### src/rtl/fxc_pkg.sv
package fxc_pkg;

  typedef struct packed {
    logic wr_byp;   // bit 2
    logic rd_byp;   // bit 1
    logic bst_off;  // bit 0
  } fxc_cfg_t;

  // FIFO path is used when globally enabled and not bypassed for this direction
  function automatic logic fxc_path_on(input logic en, input logic dir, input fxc_cfg_t c);
    logic byp;
    byp = dir ? c.wr_byp : c.rd_byp;
    return en & ~byp;
  endfunction

  // Burst only rides on the FIFO path
  function automatic logic fxc_burst_on(input logic path, input fxc_cfg_t c);
    return path & ~c.bst_off;
  endfunction

endpackage

### src/rtl/fxc_cfg_regs.sv
module fxc_cfg_regs
  import fxc_pkg::*;
(
  input  logic     clk,
  input  logic     rst_n,
  input  logic     soft_rst,
  input  logic     cfg_we,
  input  fxc_cfg_t cfg_wdata,
  input  logic     lock_we,
  input  logic     lock_wdata,
  output fxc_cfg_t cfg_q,
  output logic     lock_q
);

  always_ff @(posedge clk or negedge rst_n) begin
    if (!rst_n) begin
      cfg_q <= '0;
    end else if (soft_rst) begin
      if (!lock_q) cfg_q <= '0;
    end else if (cfg_we) begin
      cfg_q <= cfg_wdata;
    end
  end

  always_ff @(posedge clk or negedge rst_n) begin
    if (!rst_n)       lock_q <= 1'b0;
    else if (lock_we) lock_q <= lock_wdata;
  end

endmodule

### src/rtl/fxc_mode_decode.sv
module fxc_mode_decode
  import fxc_pkg::*;
(
  input  logic     fifo_en,
  input  logic     dir,
  input  fxc_cfg_t cfg,
  output logic     use_fifo,
  output logic     use_burst
);

  always_comb begin
    use_fifo  = fxc_path_on(fifo_en, dir, cfg);
    use_burst = fxc_burst_on(use_fifo, cfg);
  end

endmodule

### src/rtl/fxc_req_gen.sv
module fxc_req_gen #(
  parameter int LEN_W = 12
) (
  input  logic             clk,
  input  logic             rst_n,
  input  logic             soft_rst,
  input  logic             start,
  input  logic [LEN_W-1:0] len,
  input  logic             use_fifo,
  input  logic             use_burst,
  input  logic             byte_ack,
  output logic             req,
  output logic             busy,
  output logic             mode_burst,
  output logic             mode_fifo,
  output logic             start_take,
  output logic             ack_take,
  output logic             ack_last
);

  localparam logic [LEN_W-1:0] ONE = LEN_W'(1);

  logic [LEN_W-1:0] remain;
  logic             burst_q;
  logic             fifo_q;

  assign start_take = start & ~busy & (len != '0) & ~soft_rst;
  assign ack_take   = busy & req & byte_ack;
  assign ack_last   = ack_take & (remain == ONE);

  always_ff @(posedge clk or negedge rst_n) begin
    if (!rst_n) begin
      busy    <= 1'b0;
      req     <= 1'b0;
      remain  <= '0;
      burst_q <= 1'b0;
      fifo_q  <= 1'b0;
    end else if (soft_rst) begin
      busy    <= 1'b0;
      req     <= 1'b0;
      remain  <= '0;
      burst_q <= 1'b0;
      fifo_q  <= 1'b0;
    end else if (start_take) begin
      busy    <= 1'b1;
      req     <= 1'b1;
      remain  <= len;
      burst_q <= use_burst;
      fifo_q  <= use_fifo;
    end else if (ack_last) begin
      busy    <= 1'b0;
      req     <= 1'b0;
      remain  <= '0;
      burst_q <= 1'b0;
      fifo_q  <= 1'b0;
    end else if (ack_take) begin
      remain  <= remain - ONE;
      req     <= burst_q;
    end else if (busy && !req) begin
      req     <= 1'b1;
    end
  end

  assign mode_burst = burst_q;
  assign mode_fifo  = fifo_q;

endmodule

### src/rtl/fifo_xfer_ctrl.sv
module fifo_xfer_ctrl
  import fxc_pkg::*;
#(
  parameter int LEN_W = 12
) (
  input  logic             clk,
  input  logic             rst_n,
  input  logic             soft_rst,
  input  logic             cfg_we,
  input  logic [2:0]       cfg_wdata,
  input  logic             lock_we,
  input  logic             lock_wdata,
  input  logic             fifo_en,
  input  logic             xfer_start,
  input  logic             xfer_dir,
  input  logic [LEN_W-1:0] xfer_len,
  input  logic             byte_ack,
  output logic             req,
  output logic             busy,
  output logic             mode_burst,
  output logic             mode_fifo,
  output logic [2:0]       cfg_q,
  output logic             lock_q
);

  fxc_cfg_t cfg_s;
  logic     dec_fifo;
  logic     dec_burst;
  logic     start_take;
  logic     ack_take;
  logic     ack_last;

  fxc_cfg_regs u_regs (
    .clk        (clk),
    .rst_n      (rst_n),
    .soft_rst   (soft_rst),
    .cfg_we     (cfg_we),
    .cfg_wdata  (fxc_cfg_t'(cfg_wdata)),
    .lock_we    (lock_we),
    .lock_wdata (lock_wdata),
    .cfg_q      (cfg_s),
    .lock_q     (lock_q)
  );

  fxc_mode_decode u_dec (
    .fifo_en   (fifo_en),
    .dir       (xfer_dir),
    .cfg       (cfg_s),
    .use_fifo  (dec_fifo),
    .use_burst (dec_burst)
  );

  fxc_req_gen #(.LEN_W(LEN_W)) u_req (
    .clk        (clk),
    .rst_n      (rst_n),
    .soft_rst   (soft_rst),
    .start      (xfer_start),
    .len        (xfer_len),
    .use_fifo   (dec_fifo),
    .use_burst  (dec_burst),
    .byte_ack   (byte_ack),
    .req        (req),
    .busy       (busy),
    .mode_burst (mode_burst),
    .mode_fifo  (mode_fifo),
    .start_take (start_take),
    .ack_take   (ack_take),
    .ack_last   (ack_last)
  );

  assign cfg_q = cfg_s;

endmodule

### config.mk
export PLATFORM = sky130hd
export DESIGN_NAME = fifo_xfer_ctrl
export DESIGN_NICKNAME = d
export VERILOG_FILES = /design/src/rtl/fxc_pkg.sv /design/src/rtl/fxc_cfg_regs.sv /design/src/rtl/fxc_mode_decode.sv /design/src/rtl/fxc_req_gen.sv /design/src/rtl/fifo_xfer_ctrl.sv
export SDC_FILE = /design/constraint.sdc
export NUM_CORES = 1
export LEC_CHECK = 0
export BUFFER_PORTS_ARGS = -buffer_cell sky130_fd_sc_hd__buf_2
export CAP_MARGIN = 20
export CORE_MARGIN = 5
export CORE_UTILIZATION = 50
export DETAILED_ROUTE_END_ITERATION = 6
export PLACE_DENSITY = 0.77
export SETUP_SLACK_MARGIN = 0.5
export SYNTH_ARGS = -nofsm -noshare
export SYNTH_HDL_FRONTEND = slang
export SYNTH_SLANG_ARGS = --single-unit
### constraint.sdc
create_clock -name clk -period 2.4 [get_ports clk]
set_clock_uncertainty 0.1 [all_clocks]
set_input_delay 0.12 -clock clk [delete_from_list [all_inputs] [get_ports clk]]
set_output_delay 0.12 -clock clk [all_outputs]
set_load 0.02 [all_outputs]
==> Implementation_results.wiki, run 1 <==
{| class="wikitable"
! Metric !! Value
|-
| Outcome || completed
|-
| Maximum clock rate || 0.519 GHz
|-
| Area growth, synth to finish || 47.2%
|-
| Post-Syn Instances || 136
|-
| Full die area || 0.00347 mm²
|-
| Post-layout utilization of the core || 78.2%
|-
| Mean post-synth cell area || 8.80 µm²
|-
| Async set or reset register ratio after synthesis || 100%
|-
| Synth Cell Area || 0.00120 mm²
|-
| Via count of the first global-routing pass || 1291
|-
| Core region area || 0.00225 mm²
|-
| Slowest cell on the critical path || or4_4
|-
| Worst hold slack || 0.0184 ns
|-
| Sequential Area || 503 µm²
|-
| Largest family of logic cells by synthesized area || simple AND/OR/NAND/NOR gates
|-
| Vias after detailed routing || 1358
|-
| Maximum level of the CTS H-tree || 1
|-
| Total instance count after detailed placement || 195
|-
| Final hold violation count || 0
|-
| Startpoint-to-endpoint class of the critical path || reg -> reg
|-
| Setup repair after global routing missed its margin || true
|-
| Average via count per standard cell || 5.93
|-
| WP data arrival || 2.08 ns
|-
| Clk Tree Root Cell || clkbuf_4
|-
| Overflow left after global routing || 0
|-
| Remaining number of nets flagged by the antenna check after routing || 0
|-
| #FFs+latches synth || 20
|-
| Commonest cells after routing, fill and taps aside || 32 x buf_2, 19 x buf_4, 18 x nand2_1, 18 x dfrtp_1
|-
| Half-perimeter wire length after placement || 2390 µm
|-
| First-pass GRT wire length || 5650 µm
|-
| GRT met1 Usage || 27.4%
|-
| Critical path launch point type || flip-flop
|-
| Num CTS Buffers || 3
|-
| Worst path max stage delay || 0.49 ns
|-
| Unique cell type count in the Yosys netlist || 40
|-
| Total negative slack for setup checks || 0 ns
|-
| Yosys synthesis warning count || 0
|-
| Row count || 17
|-
| Worst IR Drop VDD || 436 µV
|-
| Element type at the critical path end || flip-flop
|-
| Share of the clock period used by the worst path || 80.3%
|-
| Total leakage power || 0.824 nW
|-
| Diodes inserted || 0
|-
| Data required time of the critical path || 2.55 ns
|-
| Number of nets produced by synthesis || 163
|-
| Fill cells || 158
|-
| Layout Cells excl Fill || 229
|-
| Remaining routing DRC violations || 0
|-
| Number of sinks handled by clock tree synthesis || 20
|-
| Met2 Usage GRT || 33.6%
|-
| Wirelength, routed || 3950 µm
|-
| Number of antenna violations at the first check in global routing || 0
|-
| Post-route total power || 0.973 mW
|-
| Worst skew pair latency || 0.31 ns
|-
| Area leader, netlist || dfrtp_1
|-
| Least-Margin Pin Slew || 0.484 ns
|-
| Largest net degree at the start of global routing || 21
|-
| TritonCTS clock tree || built
|-
| Maximum net fanout on the critical path || 7
|-
| Number of optimization iterations in the first detailed-route pass || 5
|-
| Most common cell after layout, fill and taps aside || buf_2
|-
| Ports || 33
|-
| Number of synthesized flops with an enable pin || 0
|-
| Share of synthesized cell area in and, or, nand and nor gates || 28.8%
|-
| Fraction of synthesized cell area in xor and xnor cells || 0%
|-
| Compound-Gate Fraction of Synth Area || 20.7%
|-
| Top-area cell type share of the netlist area || 41.8%
|-
| Non-Filler Cell Area, Final || 0.00176 mm²
|-
| Share of the yosys chip area belonging to registers || 41.8%
|-
| Max-cap check violation count || 0
|-
| Effective utilization at floorplan || 53.1%
|-
| Dpl ws || 0.386 ns
|-
| Routed length per instance || 17.3 µm
|-
| Total Routing Usage GR || 20.8%
|-
| I/O Buffers || 32
|-
| Worst path cell trace || inv_2 -> ha_4 -> nand2_4 -> or3_4 -> or4_4 -> nand4_1
|-
| Routability Congestion || 0.908
|-
| Die Span X || 58.9 µm
|-
| Largest cells by area after synthesis || dfrtp_1 42%, nand2_1 6.3%, nand3_1 5.9%, o21ai_0 4.2%, mux2i_1 3.3%
|-
| Final setup violation count || 0
|-
| Adder-cell area share of the yosys netlist || 2.09%
|-
| CTS Buffer Depth || 2
|-
| Number of nets at the end of the flow || 229
|-
| Die extent in y || 58.9 µm
|-
| Total placed instance area || 0.00140 mm²
|-
| Clock-pin slew on the worst setup and hold paths || 0.12 ns
|-
| Fraction of final layout cells with drive strength greater than 1 || 40.3%
|-
| Post-synthesis mux area share || 4.28%
|-
| Count of routing violations after the opening detailed-route iteration || 125
|-
| Combined area of the multi-input logic cells || 741 µm²
|-
| Busiest grt layer || met2
|-
| Time the final worst path needs with I/O delays and setup || 1.93 ns
|-
| Worst max-slew margin expressed relative to the limit || 67.7%
|-
| Top FF cell, synth || dfrtp_1
|-
| Worst setup margin || 0.472 ns
|-
| P per Cell Area || 552 mW/mm²
|-
| GR met3 Demand/Resource || 4.17%
|-
| Slew Limit Fails || 0
|-
| Hold Path Class || in -> reg
|}
[per-layer routing]
layer  routed length (µm)  part of all wire [%]
met5                    0                     0
met4                   60                   1.5
met3                  341                   8.6
met2                 1880                    48
met1                 1670                    42
[registers in the layout, summed over array words and instances, names as in the netlist]
register and cells:
u_regs.cfg_q 3, u_req.req 1, u_req.mode_burst 1, u_regs.lock_q 1, u_req.busy 1, u_req.remain 12
u_req.mode_fifo 1
[where the power goes]
part	switching (mW)	total [mW]	internal [mW]
registers	0.0408	0.414	0.373
logic	0.184	0.357	0.173
clock network	0.110	0.203	0.0926
total	0.335	0.973	0.639
[synthesized netlist by cell type, drive strengths merged (4+ instances only)]
cell type	n
mux2i	4
nand3	14
a21oi	6
inv	4
nand2	20
nor3	6
o211ai	4
or3	6
nor2	6
dfrtp	20
o21ai	10
[layout make-up]
| class | instances | share of cell area [%] |
|---|---|---|
| Clock buffer | 4 | 2.06 |
| Timing Repair Buffer | 64 | 24.6 |
| Inverter | 4 | 0.852 |
| Multi-Input combinational cell | 109 | 42.0 |
| Tap cell | 28 | 1.99 |
| Sequential cell | 20 | 28.5 |
[repair_timing]
action                     CTS  global route
hold endpoints to repair    32             0
hold buffers                13             0
setup endpoints to repair    9            11
setup buffers                6            11
cloned                       0             0
pin swaps                    4             4
gates resized for setup     10            12
[critical path, delay by kind of cell (launching register included)]
family                     cells  cell delay [ns]
and+or+nand+nor                4             1.04
buffers and inverters          1             0.10
adders and majority gates      1             0.15
DFF                            1             0.47
[kinds of logic after synthesis]
kind of cell               after synthesis
AOI/OAI and AO/OA                       37
adders and majority gates                2
buffers and inverters                    7
DFF                                     20
muxes                                    5
and+or+nand+nor                         65
[path summary, 6_finish.rpt]
path | from | endpoint | slack, ns | cells after the start
min in group asynchronous | rst_n | u_req.remain[6] | 0.19 | 2
worst max-delay path | u_req.remain[0] | u_req.remain[8] | 0.47 | 6
worst min register to register | u_regs.cfg_q[0] | u_req.mode_burst | 0.42 | 1
worst min-delay path | cfg_wdata[0] | u_regs.cfg_q[0] | 0.02 | 3
worst max register to register | u_req.remain[0] | u_req.remain[8] | 0.47 | 6
max in group asynchronous | rst_n | u_req.remain[0] | 1.66 | 2
Power figures use the tool's default switching activity.
==> run 2, diff against run 1 <==
==> constraint.sdc (replaced) <==
create_clock -name clk -period 1.9 [get_ports clk]
set_clock_uncertainty 0.1 [all_clocks]
set_input_delay 0.095 -clock clk [delete_from_list [all_inputs] [get_ports clk]]
set_output_delay 0.095 -clock clk [all_outputs]
set_load 0.02 [all_outputs]
==> Implementation_results.wiki, run 2 (same netlist as run 1, synthesis figures left out) <==
{| class="wikitable"
! Metric !! Value
|-
| Worst max-slew margin expressed relative to the limit || 66.1% (was 67.7%)
|-
| Worst path cell trace || inv_2 -> ha_4 -> or3b_4 -> and4b_2 -> nor3_1 -> a21oi_1 -> a211oi_1 (was inv_2 -> ha_4 -> nand2_4 -> or3_4 -> or4_4 -> nand4_1)
|-
| Element type at the critical path end || flip-flop (unchanged)
|-
| Maximum clock rate || 0.507 GHz (was 0.519 GHz)
|-
| Final hold violation count || 0 (unchanged)
|-
| Dpl ws || 0.0197 ns (was 0.386 ns)
|-
| Count of routing violations after the opening detailed-route iteration || 115 (was 125)
|-
| TritonCTS clock tree || built (unchanged)
|-
| Violated checks || negative setup slack
|-
| Startpoint-to-endpoint class of the critical path || reg -> reg (unchanged)
|-
| I/O Buffers || 32 (unchanged)
|-
| Diodes inserted || 0 (unchanged)
|-
| Remaining number of nets flagged by the antenna check after routing || 0 (unchanged)
|-
| Layout Cells excl Fill || 247 (was 229)
|-
| Worst IR Drop VDD || 703 µV (was 436 µV)
|-
| Number of antenna violations at the first check in global routing || 0 (unchanged)
|-
| Maximum net fanout on the critical path || 3 (was 7)
|-
| Total Routing Usage GR || 26.0% (was 20.8%)
|-
| Largest registers || u_req.remain x12, u_regs.cfg_q x3 (unchanged)
|-
| Remaining routing DRC violations || 0 (unchanged)
|-
| Critical path launch point type || flip-flop (unchanged)
|-
| Area growth, synth to finish || 70.8% (was 47.2%)
|-
| Clk Tree Root Cell || clkbuf_4 (unchanged)
|-
| Share of the clock period used by the worst path || 104% (was 80.3%)
|-
| Maximum level of the CTS H-tree || 1 (unchanged)
|-
| Max FFs per register || 12 (unchanged)
|-
| Total placed instance area || 0.00148 mm² (was 0.00140 mm²)
|-
| CTS Buffer Depth || 2 (unchanged)
|-
| Worst setup margin || -0.0738 ns (was 0.472 ns)
|-
| Most common cell after layout, fill and taps aside || buf_2 (unchanged)
|-
| Number of sinks handled by clock tree synthesis || 20 (unchanged)
|-
| Core region area || 0.00225 mm² (unchanged)
|-
| Vias after detailed routing || 1567 (was 1358)
|-
| Half-perimeter wire length after placement || 2490 µm (was 2390 µm)
|-
| Die Span X || 58.9 µm (unchanged)
|-
| Wirelength, routed || 4970 µm (was 3950 µm)
|-
| Via count of the first global-routing pass || 1491 (was 1291)
|-
| Ports || 33 (unchanged)
|-
| Total leakage power || 0.930 nW (was 0.824 nW)
|-
| Non-Filler Cell Area, Final || 0.00205 mm² (was 0.00176 mm²)
|-
| Hold Path Class || in -> reg (unchanged)
|-
| Average via count per standard cell || 6.34 (was 5.93)
|-
| Post-route total power || 1.40 mW (was 0.973 mW)
|-
| Worst hold slack || 0.000983 ns (was 0.0184 ns)
|-
| Effective utilization at floorplan || 53.1% (unchanged)
|-
| Outcome || complete, but fails checks (was completed)
|-
| Register with the highest flop count || u_req.remain (unchanged)
|-
| Commonest cells after routing, fill and taps aside || 32 x buf_2, 24 x buf_4, 18 x dlygate4sd3_1, 17 x nand2_1, 17 x dfrtp_1 (was 32 x buf_2, 19 x buf_4, 18 x nand2_1, 18 x dfrtp_1)
|-
| Setup repair after global routing missed its margin || true (unchanged)
|-
| WP data arrival || 2.08 ns (about the same)
|-
| Die extent in y || 58.9 µm (unchanged)
|-
| Clock-pin slew on the worst setup and hold paths || 0.13 ns (was 0.12 ns)
|-
| Full die area || 0.00347 mm² (unchanged)
|-
| Worst skew pair latency || 0.33 ns (was 0.31 ns)
|-
| Slowest cell on the critical path || dfrtp_1 (was or4_4)
|-
| Worst hold path stage count || 4 (was 3)
|-
| Routability Congestion || 0.852 (was 0.908)
|-
| Number of cells on the worst reg-to-reg path || 7 (was 6)
|-
| Number of optimization iterations in the first detailed-route pass || 4 (was 5)
|-
| Worst path max stage delay || 0.43 ns (was 0.49 ns)
|-
| Overflow left after global routing || 0 (unchanged)
|-
| Row count || 17 (unchanged)
|-
| Fraction of final layout cells with drive strength greater than 1 || 49.3% (was 40.3%)
|-
| Data required time of the critical path || 2.01 ns (was 2.55 ns)
|-
| Max-cap check violation count || 0 (unchanged)
|-
| First-pass GRT wire length || 6840 µm (was 5650 µm)
|-
| Least-Margin Pin Slew || 0.504 ns (was 0.484 ns)
|-
| Fill cells || 97 (was 158)
|-
| Total instance count after detailed placement || 200 (was 195)
|-
| Number of nets at the end of the flow || 247 (was 229)
|-
| Slew Limit Fails || 0 (unchanged)
|-
| Largest net degree at the start of global routing || 21 (unchanged)
|-
| Final setup violation count || 2 (was 0)
|-
| P per Cell Area || 686 mW/mm² (was 552 mW/mm²)
|-
| Time the final worst path needs with I/O delays and setup || 1.97 ns (was 1.93 ns)
|-
| Routed length per instance || 20.1 µm (was 17.3 µm)
|-
| Num CTS Buffers || 3 (unchanged)
|}
## run 2: cell count changes in the layout (fill, tap and decap cells not counted), sizes merged
cell,previous run,this run
buf,51,64
dlygate4sd3,13,18
## run 2: worst paths after layout
path / startpoint / endpoint / slack (ns)
worst min register to register: u_regs.cfg_q[0] / u_req.mode_burst / 0.42
max in group asynchronous: rst_n / u_req.req / 1.21
worst min-delay path: xfer_len[3] / u_req.remain[3] / 0.001
worst max register to register: u_req.remain[1] / u_req.remain[0] / -0.07
worst max-delay path: u_req.remain[1] / u_req.remain[0] / -0.07
min in group asynchronous: rst_n / u_req.remain[11] / 0.14
## run 2: layout make-up
class | instances | area [µm²] | area share, %
Clock buffer | 4 | 26.3 | 1.28
Inverter | 4 | 15.0 | 0.734
Multi-Input combinational cell | 109 | 855 | 41.8
Tap cell | 28 | 35.0 | 1.71
Sequential cell | 20 | 504 | 24.6
Timing Repair Buffer | 82 | 611 | 29.8
## run 2: timing repair
item	in CTS	in global routing
resized for setup	21	21
buffers inserted	14	11
hold endpoints to repair	36	0
endpoints found under the setup margin	16	16
hold buffers	18	0
pin swaps	8	14
## run 2: per-stage QoR
| stage | TNS, ns | utilization [%] |
|---|---|---|
| global placement | 0 | 65.8 |
| global route | -0.222 | 90.7 |
| floorplan | 0 | - |
| CTS | 0 | 83.5 |
| detailed placement | 0 | 65.8 |
| finish | -0.0908 | 90.7 |
## run 2: critical path: cells and delay by family (launching register included)
kind / cells / cell delay (ns)
AND/OR/NAND/NOR: 3 / 0.81
flip-flops: 1 / 0.43
AO/OA/AOI/OAI: 2 / 0.29
adder cells (fa/ha/maj): 1 / 0.13
buffers and inverters: 1 / 0.09
## run 2: where the power goes
group / total, mW / leakage [nW] / internal, mW / switching [mW]
clock: 0.234 / 0.0150 / 0.0825 / 0.152
sequential: 0.527 / 0.258 / 0.472 / 0.0552
combinational: 0.643 / 0.657 / 0.323 / 0.320
## run 2: layer usage
| metal | up-vias | GRT usage [%] | wire, µm |
|---|---|---|---|
| met2 | 108 | 45.6 | 2330 |
| met3 | 29 | 5.26 | 409 |
| li1 | 682 | - | - |
| met4 | 0 | 12.3 | 257 |
| met1 | 748 | 29.9 | 1970 |
| met5 | - | 0 | 0 |
==> run 3, diff against run 2 <==
--- a/config.mk
+++ b/config.mk
@@ -5,7 +5,7 @@
 export SDC_FILE = /design/constraint.sdc
 export NUM_CORES = 1
 export LEC_CHECK = 0
-export BUFFER_PORTS_ARGS = -buffer_cell sky130_fd_sc_hd__buf_2
+export BUFFER_PORTS_ARGS = -buffer_cell sky130_fd_sc_hd__buf_4
 export CAP_MARGIN = 20
 export CORE_MARGIN = 5
 export CORE_UTILIZATION = 50
==> Implementation_results.wiki, run 3 (same netlist as run 1, synthesis figures left out) <==
{| class="wikitable"
! Metric !! Value
|-
| Num CTS Buffers || 3 (unchanged)
|-
| Effective utilization at floorplan || 53.1% (unchanged)
|-
| Maximum clock rate || 0.512 GHz (was 0.507 GHz)
|-
| Remaining number of nets flagged by the antenna check after routing || 0 (unchanged)
|-
| Worst path max stage delay || 0.43 ns (about the same)
|-
| Die Span X || 58.9 µm (unchanged)
|-
| Fraction of final layout cells with drive strength greater than 1 || 52.7% (was 49.3%)
|-
| First-pass GRT wire length || 7900 µm (was 6840 µm)
|-
| Ports || 33 (unchanged)
|-
| Count of routing violations after the opening detailed-route iteration || 248 (was 115)
|-
| Startpoint-to-endpoint class of the critical path || reg -> reg (unchanged)
|-
| Share of the clock period used by the worst path || 103% (was 104%)
|-
| Number of cells on the worst reg-to-reg path || 7 (unchanged)
|-
| Slowest cell on the critical path || dfrtp_1 (unchanged)
|-
| Maximum net fanout on the critical path || 4 (was 3)
|-
| Violated checks || negative setup slack (unchanged)
|-
| Reg-to-reg startpoint || u_req.remain[1] (unchanged)
|-
| GRT met1 Usage || 33.3% (was 29.9%)
|-
| Critical path launch point type || flip-flop (unchanged)
|-
| Diodes inserted || 0 (unchanged)
|-
| Busiest grt layer || met2 (unchanged)
|-
| Row count || 17 (unchanged)
|-
| Number of nets at the end of the flow || 248 (was 247)
|-
| Worst hold path stage count || 2 (was 4)
|-
| Worst hold slack || 0.0155 ns (was 0.000983 ns)
|-
| Register with the highest flop count || u_req.remain (unchanged)
|-
| Total instance count after detailed placement || 200 (unchanged)
|-
| Routability Congestion || 0.878 (was 0.852)
|-
| Largest registers || u_req.remain x12, u_regs.cfg_q x3 (unchanged)
|-
| Total Routing Usage GR || 30.3% (was 26.0%)
|-
| Time the final worst path needs with I/O delays and setup || 1.95 ns (was 1.97 ns)
|-
| Worst setup margin || -0.0516 ns (was -0.0738 ns)
|-
| Average via count per standard cell || 7.22 (was 6.34)
|-
| Met2 Usage GRT || 51.6% (was 45.6%)
|-
| Clk Tree Root Cell || clkbuf_4 (unchanged)
|-
| Layout Cells excl Fill || 248 (was 247)
|-
| Setup repair after global routing missed its margin || true (unchanged)
|-
| Final hold violation count || 0 (unchanged)
|-
| Number of sinks handled by clock tree synthesis || 20 (unchanged)
|-
| Worst Setup SP || u_req.remain[1] (unchanged)
|-
| TritonCTS clock tree || built (unchanged)
|-
| Half-perimeter wire length after placement || 2580 µm (was 2490 µm)
|-
| CTS Buffer Depth || 2 (unchanged)
|-
| Slew Limit Fails || 0 (unchanged)
|-
| GR met3 Demand/Resource || 6.80% (was 5.26%)
|-
| Worst skew pair latency || 0.33 ns (about the same)
|-
| Hold path start || soft_rst (was xfer_len[3])
|-
| Area growth, synth to finish || 84.4% (was 70.8%)
|-
| Largest net degree at the start of global routing || 21 (unchanged)
|-
| Commonest cells after routing, fill and taps aside || 54 x buf_4, 20 x dlygate4sd3_1, 16 x nand2_1, 16 x dfrtp_1, 11 x nand3_1 (was 32 x buf_2, 24 x buf_4, 18 x dlygate4sd3_1, 17 x nand2_1, 17 x dfrtp_1)
|-
| Remaining routing DRC violations || 0 (unchanged)
|-
| Max FFs per register || 12 (unchanged)
|-
| Number of antenna violations at the first check in global routing || 0 (unchanged)
|-
| Overflow left after global routing || 0 (unchanged)
|-
| Worst path cell trace || inv_2 -> ha_4 -> or3b_4 -> and4b_2 -> a21oi_4 -> nand2_2 -> o211ai_1 (was inv_2 -> ha_4 -> or3b_4 -> and4b_2 -> nor3_1 -> a21oi_1 -> a211oi_1)
|-
| Worst IR Drop VDD || 813 µV (was 703 µV)
|-
| Least-Margin Pin Slew || 0.444 ns (was 0.504 ns)
|-
| Clock-pin slew on the worst setup and hold paths || 0.14 ns (was 0.13 ns)
|-
| P per Cell Area || 738 mW/mm² (was 686 mW/mm²)
|-
| Most common cell after layout, fill and taps aside || buf_4 (was buf_2)
|-
| Number of optimization iterations in the first detailed-route pass || 5 (was 4)
|-
| Maximum level of the CTS H-tree || 1 (unchanged)
|-
| Final setup violation count || 7 (was 2)
|-
| I/O Buffers || 32 (unchanged)
|-
| Wirelength, routed || 6600 µm (was 4970 µm)
|-
| Die extent in y || 58.9 µm (unchanged)
|-
| Full die area || 0.00347 mm² (unchanged)
|-
| Total leakage power || 0.977 nW (was 0.930 nW)
|-
| Fill cells || 28 (was 97)
|-
| Outcome || complete, but fails checks (unchanged)
|-
| Worst max-slew margin expressed relative to the limit || 70.3% (was 66.1%)
|-
| Vias after detailed routing || 1790 (was 1567)
|-
| Core region area || 0.00225 mm² (unchanged)
|-
| Via count of the first global-routing pass || 1675 (was 1491)
|-
| Element type at the critical path end || flip-flop (unchanged)
|-
| Max-cap check violation count || 0 (unchanged)
|-
| WP data arrival || 2.04 ns (was 2.08 ns)
|-
| Data required time of the critical path || 1.98 ns (was 2.01 ns)
|-
| Hold Path Class || in -> reg (unchanged)
|-
| Routed length per instance || 26.6 µm (was 20.1 µm)
|}
## run 3: cell types whose count changed in the layout (fill, tap and decap cells not counted), sizes merged
cell / change
buf: -2
dlygate4sd3: +2
a21boi: +1
clkbuf: -1
bufinv: +1
## run 3: timing repair
action	4_1_cts	5_1_grt
hold buffers	20	0
endpoints found under the hold margin	37	0
pin swaps	8	6
buffers inserted	12	11
setup endpoints to repair	16	16
resized for setup	17	33
gates cloned	0	1
## run 3: worst paths after layout
| path | to | slack [ns] |
|---|---|---|
| setup / recovery | u_req.req | -0.05 |
| hold / removal | u_regs.cfg_q[1] | 0.02 |
| setup reg to reg | u_req.req | -0.05 |
| hold reg to reg | u_req.mode_fifo | 0.50 |
| max in group asynchronous | u_req.remain[0] | 1.38 |
| min in group asynchronous | u_req.remain[10] | 0.08 |
## run 3: critical path: cells and delay by family (launching register included)
family	cells	cell delay [ns]
adder cells (fa/ha/maj)	1	0.15
AND/OR/NAND/NOR	3	0.83
AO/OA/AOI/OAI	2	0.20
buffers and inverters	1	0.10
flip-flops	1	0.43
## run 3: final cells by class
type / count / area [µm²] / area share (%)
inverter: 4 / 15.0 / 0.680
tap: 28 / 35.0 / 1.59
sequential: 20 / 505 / 22.9
clock inverter: 1 / 30.0 / 1.36
clock buffer: 3 / 22.5 / 1.02
multi-input combinational: 110 / 905 / 41.0
timing repair buffer: 82 / 696 / 31.5
## run 3: per-stage QoR
stage               setup slack (ns)  setup TNS (ns)  cell area (µm²)  util [%]  total power [mW]
floorplan                      0.114               0             1250         -             0.736
global placement              0.0785               0             1560      69.4             0.889
detailed placement          -0.00673        -0.00673             1560      69.4             0.901
CTS                           0.0700               0             1980      88.0              1.38
global route                  -0.125          -0.666             2210      97.9              1.67
finish                       -0.0516          -0.162             2210      97.9              1.63
## run 3: power by group
group | leakage, nW | internal (mW) | switching, mW
Clock | 0.0279 | 0.214 | 0.166
Combinational | 0.692 | 0.343 | 0.365
Sequential | 0.257 | 0.472 | 0.0694
## run 3: layer usage
| layer | wire length [µm] | up-vias |
|---|---|---|
| li1 | - | 686 |
| met3 | 705 | 69 |
| met2 | 3110 | 195 |
| met5 | 0 | - |
| met1 | 2240 | 840 |
| met4 | 545 | 0 |
